## src/rtl/cpuhp_pkg.sv

```systemverilog
package cpuhp_pkg;
    localparam int EVT_BYTES   = 4;
    localparam int STS_PCI_BIT = 1;
    localparam int STS_CPU_BIT = 2;

    typedef enum logic {
        SCI_IDLE   = 1'b0,
        SCI_ACTIVE = 1'b1
    } sci_state_e;
endpackage

```

## src/rtl/cpuhp_presence_map.sv

```systemverilog
module cpuhp_presence_map #(
    parameter int MAX_CPUS  = 256,
    parameter int BOOT_CPUS = 1,
    parameter int IDX_W     = $clog2(MAX_CPUS),
    parameter int MAP_AW    = $clog2(MAX_CPUS / 8)
) (
    input  logic                clk,
    input  logic                rst_n,
    input  logic                hp_req,
    input  logic                hp_add,
    input  logic [IDX_W-1:0]    hp_idx,
    input  logic [MAP_AW-1:0]   rd_byte,
    output logic [7:0]          rd_data,
    output logic [MAX_CPUS-1:0] map_q
);
    for (genvar n = 0; n < MAX_CPUS; n++) begin : g_bit
        localparam logic BOOT_VAL = (n < BOOT_CPUS) ? 1'b1 : 1'b0;
        always_ff @(posedge clk or negedge rst_n) begin
            if (!rst_n) begin
                map_q[n] <= BOOT_VAL;
            end else if (hp_req && (hp_idx == IDX_W'(n))) begin
                map_q[n] <= hp_add;
            end
        end
    end

    always_comb begin
        rd_data = map_q[rd_byte*8 +: 8];
    end
endmodule

```

## src/rtl/cpuhp_gpe_block.sv

```systemverilog
module cpuhp_gpe_block
    import cpuhp_pkg::*;
(
    input  logic        clk,
    input  logic        rst_n,
    input  logic        wr_en,
    input  logic [1:0]  off,
    input  logic [7:0]  wdata,
    input  logic        cpu_evt,
    input  logic        pci_evt,
    output logic [15:0] sts_q,
    output logic [15:0] en_q,
    output logic [7:0]  rd_data
);
    logic [15:0] clr_mask;
    logic [15:0] set_mask;
    logic [15:0] sts_d;

    always_comb begin
        clr_mask = '0;
        if (wr_en && off == 2'd0) clr_mask[7:0]  = wdata;
        if (wr_en && off == 2'd1) clr_mask[15:8] = wdata;
        set_mask = '0;
        set_mask[STS_CPU_BIT] = cpu_evt;
        set_mask[STS_PCI_BIT] = pci_evt;
        // set wins over a same-cycle clear so no event is lost
        sts_d = (sts_q & ~clr_mask) | set_mask;
    end

    always_ff @(posedge clk or negedge rst_n) begin
        if (!rst_n) begin
            sts_q <= '0;
            en_q  <= '0;
        end else begin
            sts_q <= sts_d;
            if (wr_en && off == 2'd2) en_q[7:0]  <= wdata;
            if (wr_en && off == 2'd3) en_q[15:8] <= wdata;
        end
    end

    always_comb begin
        unique case (off)
            2'd0: rd_data = sts_q[7:0];
            2'd1: rd_data = sts_q[15:8];
            2'd2: rd_data = en_q[7:0];
            2'd3: rd_data = en_q[15:8];
        endcase
    end
endmodule

```

## src/rtl/cpuhp_sci_fsm.sv

```systemverilog
module cpuhp_sci_fsm
    import cpuhp_pkg::*;
(
    input  logic        clk,
    input  logic        rst_n,
    input  logic [15:0] sts,
    input  logic [15:0] en,
    output logic        sci
);
    sci_state_e state_q, state_d;
    logic       pending;

    always_comb begin
        pending = (sts[STS_CPU_BIT] & en[STS_CPU_BIT]) |
                  (sts[STS_PCI_BIT] & en[STS_PCI_BIT]);
        state_d = state_q;
        unique case (state_q)
            SCI_IDLE:   if (pending)  state_d = SCI_ACTIVE; // RAISE
            SCI_ACTIVE: if (!pending) state_d = SCI_IDLE;   // DROP
        endcase
    end

    always_ff @(posedge clk or negedge rst_n) begin
        if (!rst_n) state_q <= SCI_IDLE;
        else        state_q <= state_d;
    end

    always_comb begin
        sci = (state_q == SCI_ACTIVE);
    end
endmodule

```

## src/rtl/cpuhp_evt_regs.sv

```systemverilog
module cpuhp_evt_regs
    import cpuhp_pkg::*;
#(
    parameter int              MAX_CPUS  = 256,
    parameter int              BOOT_CPUS = 1,
    parameter int              ADDR_W    = 16,
    parameter logic [15:0]     MAP_BASE  = 16'hAF00,
    parameter logic [15:0]     EVT_BASE  = 16'hAFE0,
    localparam int             IDX_W     = $clog2(MAX_CPUS)
) (
    input  logic              clk,
    input  logic              rst_n,
    input  logic [ADDR_W-1:0] bus_addr,
    input  logic              bus_wr,
    input  logic [7:0]        bus_wdata,
    output logic [7:0]        bus_rdata,
    input  logic              hp_req,
    input  logic              hp_add,
    input  logic [IDX_W-1:0]  hp_idx,
    input  logic              pci_evt,
    output logic              sci
);
    localparam int              MAP_BYTES = MAX_CPUS / 8;
    localparam int              MAP_AW    = $clog2(MAP_BYTES);
    localparam logic [ADDR_W-1:0] MAP_LO  = ADDR_W'(MAP_BASE);
    localparam logic [ADDR_W-1:0] EVT_LO  = ADDR_W'(EVT_BASE);
    localparam logic [ADDR_W-1:0] MAP_SPAN = ADDR_W'(MAP_BYTES);
    localparam logic [ADDR_W-1:0] EVT_SPAN = ADDR_W'(EVT_BYTES);

    logic [ADDR_W-1:0]   map_off, evt_off;
    logic                in_map, in_evt;
    logic [7:0]          map_rd, evt_rd;
    logic [MAX_CPUS-1:0] map_q;
    logic [15:0]         sts_q, en_q;

    always_comb begin
        map_off = bus_addr - MAP_LO;
        evt_off = bus_addr - EVT_LO;
        in_map  = (bus_addr >= MAP_LO) && (map_off < MAP_SPAN);
        in_evt  = (bus_addr >= EVT_LO) && (evt_off < EVT_SPAN);
        if (in_map)      bus_rdata = map_rd;
        else if (in_evt) bus_rdata = evt_rd;
        else             bus_rdata = 8'h00;
    end

    cpuhp_presence_map #(
        .MAX_CPUS (MAX_CPUS),
        .BOOT_CPUS(BOOT_CPUS),
        .IDX_W    (IDX_W),
        .MAP_AW   (MAP_AW)
    ) u_map (
        .clk    (clk),
        .rst_n  (rst_n),
        .hp_req (hp_req),
        .hp_add (hp_add),
        .hp_idx (hp_idx),
        .rd_byte(map_off[MAP_AW-1:0]),
        .rd_data(map_rd),
        .map_q  (map_q)
    );

    cpuhp_gpe_block u_gpe (
        .clk    (clk),
        .rst_n  (rst_n),
        .wr_en  (bus_wr && in_evt),
        .off    (evt_off[1:0]),
        .wdata  (bus_wdata),
        .cpu_evt(hp_req),
        .pci_evt(pci_evt),
        .sts_q  (sts_q),
        .en_q   (en_q),
        .rd_data(evt_rd)
    );

    cpuhp_sci_fsm u_sci (
        .clk  (clk),
        .rst_n(rst_n),
        .sts  (sts_q),
        .en   (en_q),
        .sci  (sci)
    );
endmodule

```

## config.mk

```make
export PLATFORM = sky130hd
export DESIGN_NAME = cpuhp_evt_regs
export DESIGN_NICKNAME = d
export VERILOG_FILES = /design/src/rtl/cpuhp_pkg.sv /design/src/rtl/cpuhp_presence_map.sv /design/src/rtl/cpuhp_gpe_block.sv /design/src/rtl/cpuhp_sci_fsm.sv /design/src/rtl/cpuhp_evt_regs.sv
export SDC_FILE = /design/constraint.sdc
export NUM_CORES = 1
export LEC_CHECK = 0
export ABC_CLOCK_PERIOD_IN_PS = 2900
export BUFFER_PORTS_ARGS = -buffer_cell sky130_fd_sc_hd__buf_2
export CORE_MARGIN = 2
export CORE_UTILIZATION = 55
export CTS_BUF_LIST = sky130_fd_sc_hd__clkbuf_2 sky130_fd_sc_hd__clkbuf_4 sky130_fd_sc_hd__clkbuf_8
export CTS_CLUSTER_SIZE = 25
export DETAILED_ROUTE_END_ITERATION = 12
export GPL_TIMING_DRIVEN = 0
export PLACE_DENSITY = 0.72
export SLEW_MARGIN = 20
export SYNTH_ARGS = -nofsm -noshare
export SYNTH_HDL_FRONTEND = slang
export SYNTH_SLANG_ARGS = --single-unit
export TNS_END_PERCENT = 1
```

## constraint.sdc

```tcl
create_clock -name clk -period 2.9 [get_ports clk]
set_input_delay 0.145 -clock clk [delete_from_list [all_inputs] [get_ports clk]]
set_output_delay 0.145 -clock clk [all_outputs]
set_load 0.01 [all_outputs]
```

==> flow_summary.json <==
{
  "status": "finished, violations left",
  "violations": "negative setup slack",
  "p_total_uw": 9270,
  "ir_worst_vdd_v": 0.000301,
  "syn_inst": 1237,
  "path_class": "in -> out",
  "globalplace.congestion": 0.931,
  "gr-usage-all-layers_pct": 31.3,
  "detailed_place.area_um2": 15600,
  "end_kind": "primary output",
  "grt_pass1_wl_mm": 66.1,
  "antenna_found_initial": 1,
  "first_pass_iters": 8,
  "worstSetupStartpointType": "primary input",
  "slew_headroom_pct": 18.6,
  "period_minus_slack_ns": 2.91,
  "grt_pass1_vias": 11100,
  "ioPinCount": 47,
  "drive_gt1_share_pct": 37.6,
  "required_ns": 2.76,
  "rsz0062_at_grt": "false",
  "drc_errors": 0,
  "clockBufferDepth": 3,
  "htree_levels": 2,
  "synth_edf_count": 0,
  "max_stage_delay_ns": 0.76,
  "finClkSkew_ns": 0.00263,
  "die_h_um": 168,
  "grt_overflow": 0,
  "insertion_delay_ns": 0.58,
  "numCtsBuffers": 49,
  "cp_num_buf_inv": 4,
  "hold_class": "in -> reg",
  "setup_tns_ns": -0.00772,
  "vias_per_cell": 6.34,
  "path_delay_family": "buffers and inverters",
  "setup_violations": 1,
  "slew_viol_final": 0,
  "wl_per_cell_um": 25.5,
  "synth.yosys.seq_area_share_pct": 48.7,
  "clock-sinks": 289,
  "core_area_um2": 26700,
  "vias": 10900,
  "path_clk_slew_ns": 0.07,
  "die-area_um2": 28300,
  "std_cell_rows": 60,
  "ys_seq_elements": 289,
  "drt_iter0_drc": 1019,
  "power_density_nw_per_um2": 551,
  "synth_area_per_cell_um2": 12.0,
  "path_common_cell": "buf_2",
  "yosys.area.top_type_share_pct": 48.5,
  "grt_max_degree": 101,
  "synth_area_leader_cell": "dfrtp_1",
  "fin_util_pct": 63.0,
  "crit_chain": "buf_2 > buf_2 > clkdlybuf4s15_1 > mux4_2 > mux2i_1 > nor2_1 > a211oi_1 > o22ai_1 > buf_2",
  "final_cell_area_um2": 16800,
  "arrival_ns": 2.76,
  "maxCapViolCount": 0,
  "timing.final.ws_setup_ns": -0.00772,
  "synth.area.top_cells": "dfrtp_1, mux2_2, mux4_2",
  "nets": 1383,
  "tritoncts": "yes",
  "period_share_pct": 100,
  "io_buffers": 40,
  "root_buffer": "clkbuf_8",
  "ant_nets": 0,
  "fmax_mhz": 344,
  "worst_pin_slew_ns": 1.21,
  "start_util_pct": 55.6,
  "yosys_warnings": 0,
  "post-dp-hpwl_mm": 30.2,
  "worstPathMaxFanout": 10,
  "area_delta_synth_final_pct": 13.3,
  "cts_setup_buffers": 0,
  "leakage_uw": 0.00779,
  "die_x_um": 168,
  "ys.flop_type": "dfrtp_1",
  "crit_slowest_cell": "clkdlybuf4s15_1",
  "fillCellCount": 2100,
  "syn_nets": 1277,
  "wl_mm": 43.9,
  "netlist_area_um2": 14900,
  "hold_viol_final": 0,
  "async_reset_ff_share_pct": 100,
  "ys_types": 49
}
==> worst paths after layout <==
| check | start | to | slack [ns] | cells past startpoint |
|---|---|---|---|---|
| worst max register to register | u_map.map_q[254] | u_map.map_q[254] | 2.08 | 1 |
| worst max-delay path | bus_addr[1] | bus_rdata[1] | -0.008 | 9 |
| max in group asynchronous | rst_n | u_map.map_q[85] | 1.76 | 4 |
| min in group asynchronous | rst_n | u_gpe.sts_q[0] | 0.15 | 3 |
| worst min-delay path | hp_idx[3] | u_map.map_q[19] | 0.03 | 3 |
| worst min register to register | u_gpe.sts_q[14] | u_gpe.sts_q[14] | 0.49 | 1 |
==> cell families (layout without fill, tap and decap cells) <==
| logic type | after synthesis | after routing | synth area share (%) |
|---|---|---|---|
| compound gates | 63 | 63 | 3.13 |
| xor+xnor | 1 | 1 | 0.0590 |
| fa+ha+maj | 2 | 2 | 0.168 |
| buf+inv | 131 | 276 | 3.88 |
| flops | 289 | 289 | 48.7 |
| mux | 371 | 371 | 32.8 |
| other cells | 0 | 1 | 0 |
| simple gates | 380 | 380 | 11.2 |
==> synthesized netlist by cell type (all sizes together), types with 5 or more instances <==
cell      n
nand2   251
nand3    28
nand2b    5
mux2    278
o221ai    7
buf      42
inv      14
nor2b     8
o22ai     9
dfrtp   288
mux2i    28
nor3      8
and3     21
o21a     14
nand4     6
a21oi     6
o21ai     5
mux4     65
nor2     32
clkbuf   75
==> layer usage <==
metal / vias to the layer above / GRT usage (%) / part of all wire (%)
met4: 0 / 11.8 / 3.7
met2: 554 / 50.3 / 47
met3: 121 / 7.71 / 8.8
met5: - / 0 / 0
met1: 5648 / 41.6 / 40
li1: 4599 / - / -
==> timing repair <==
item / 4_1_cts / 5_1_grt
hold buffers: 11 / 0
gates resized for setup: 0 / 4
setup endpoints to repair: 0 / 6
hold endpoints to repair: 219 / 0
==> per-stage QoR <==
stage	hold WS, ns	setup WS (ns)	instances
floorplan	-0.151	0.949	1237
global placement	0.332	-3.77	1618
detailed placement	-0.0274	0.00581	1622
CTS	0.0143	0.00183	1723
global route	0.0306	0.00432	1723
finish	0.0320	-0.00772	1724
==> cells in the final DEF (no fill, tap or decap), types with 4 or more instances in the layout <==
| master | count |
|---|---|
| dfrtp_1 | 288 |
| mux2_2 | 272 |
| nand2_1 | 251 |
| clkbuf_1 | 74 |
| buf_2 | 68 |
| clkbuf_8 | 66 |
| mux4_2 | 65 |
| nor2_1 | 32 |
| nand3_1 | 28 |
| mux2i_1 | 28 |
| and3_1 | 21 |
| inv_1 | 14 |
| o21a_1 | 14 |
| clkbuf_4 | 14 |
| dlygate4sd3_1 | 11 |
| o22ai_1 | 9 |
| nor2b_1 | 8 |
| o221ai_1 | 7 |
| clkinv_2 | 7 |
| buf_4 | 6 |
| a21oi_1 | 6 |
| mux2_1 | 6 |
| nand4_1 | 5 |
| o21ai_0 | 5 |
| nand2b_1 | 5 |
| buf_6 | 4 |
| nor3_1 | 4 |
| a211oi_1 | 4 |
| nor3_2 | 4 |
| a221o_1 | 4 |
| and2_1 | 4 |
==> state kept, by name (all words and copies together), names as in the netlist <==
signal       flops
u_gpe.sts_q     16
u_gpe.en_q      16
u_map.map_q    256
u_sci.sci        1
==> cell type report <==
type	count	area, um^2	area share (%)
Antenna cell	1	2.50	0.0149
Timing Repair Buffer	55	410	2.44
Clock buffer	80	1010	6.02
Multi-Input combinational cell	817	7050	41.9
Clock inverter	10	104	0.617
Tap cell	341	427	2.54
Sequential cell	289	7230	43.0
Inverter	14	52.6	0.312
Buffer	117	532	3.16
==> where the power goes <==
| part | leakage [uW] | switching, uW | internal [uW] | total [uW] |
|---|---|---|---|---|
| Sequential | 0.00398 | 93.0 | 4200 | 4300 |
| Combinational | 0.00322 | 519 | 350 | 869 |
| Clock | 0.000599 | 1710 | 2390 | 4100 |
| Total | 0.00779 | 2320 | 6940 | 9270 |
No activity file was read; power rests on OpenSTA's default activity.
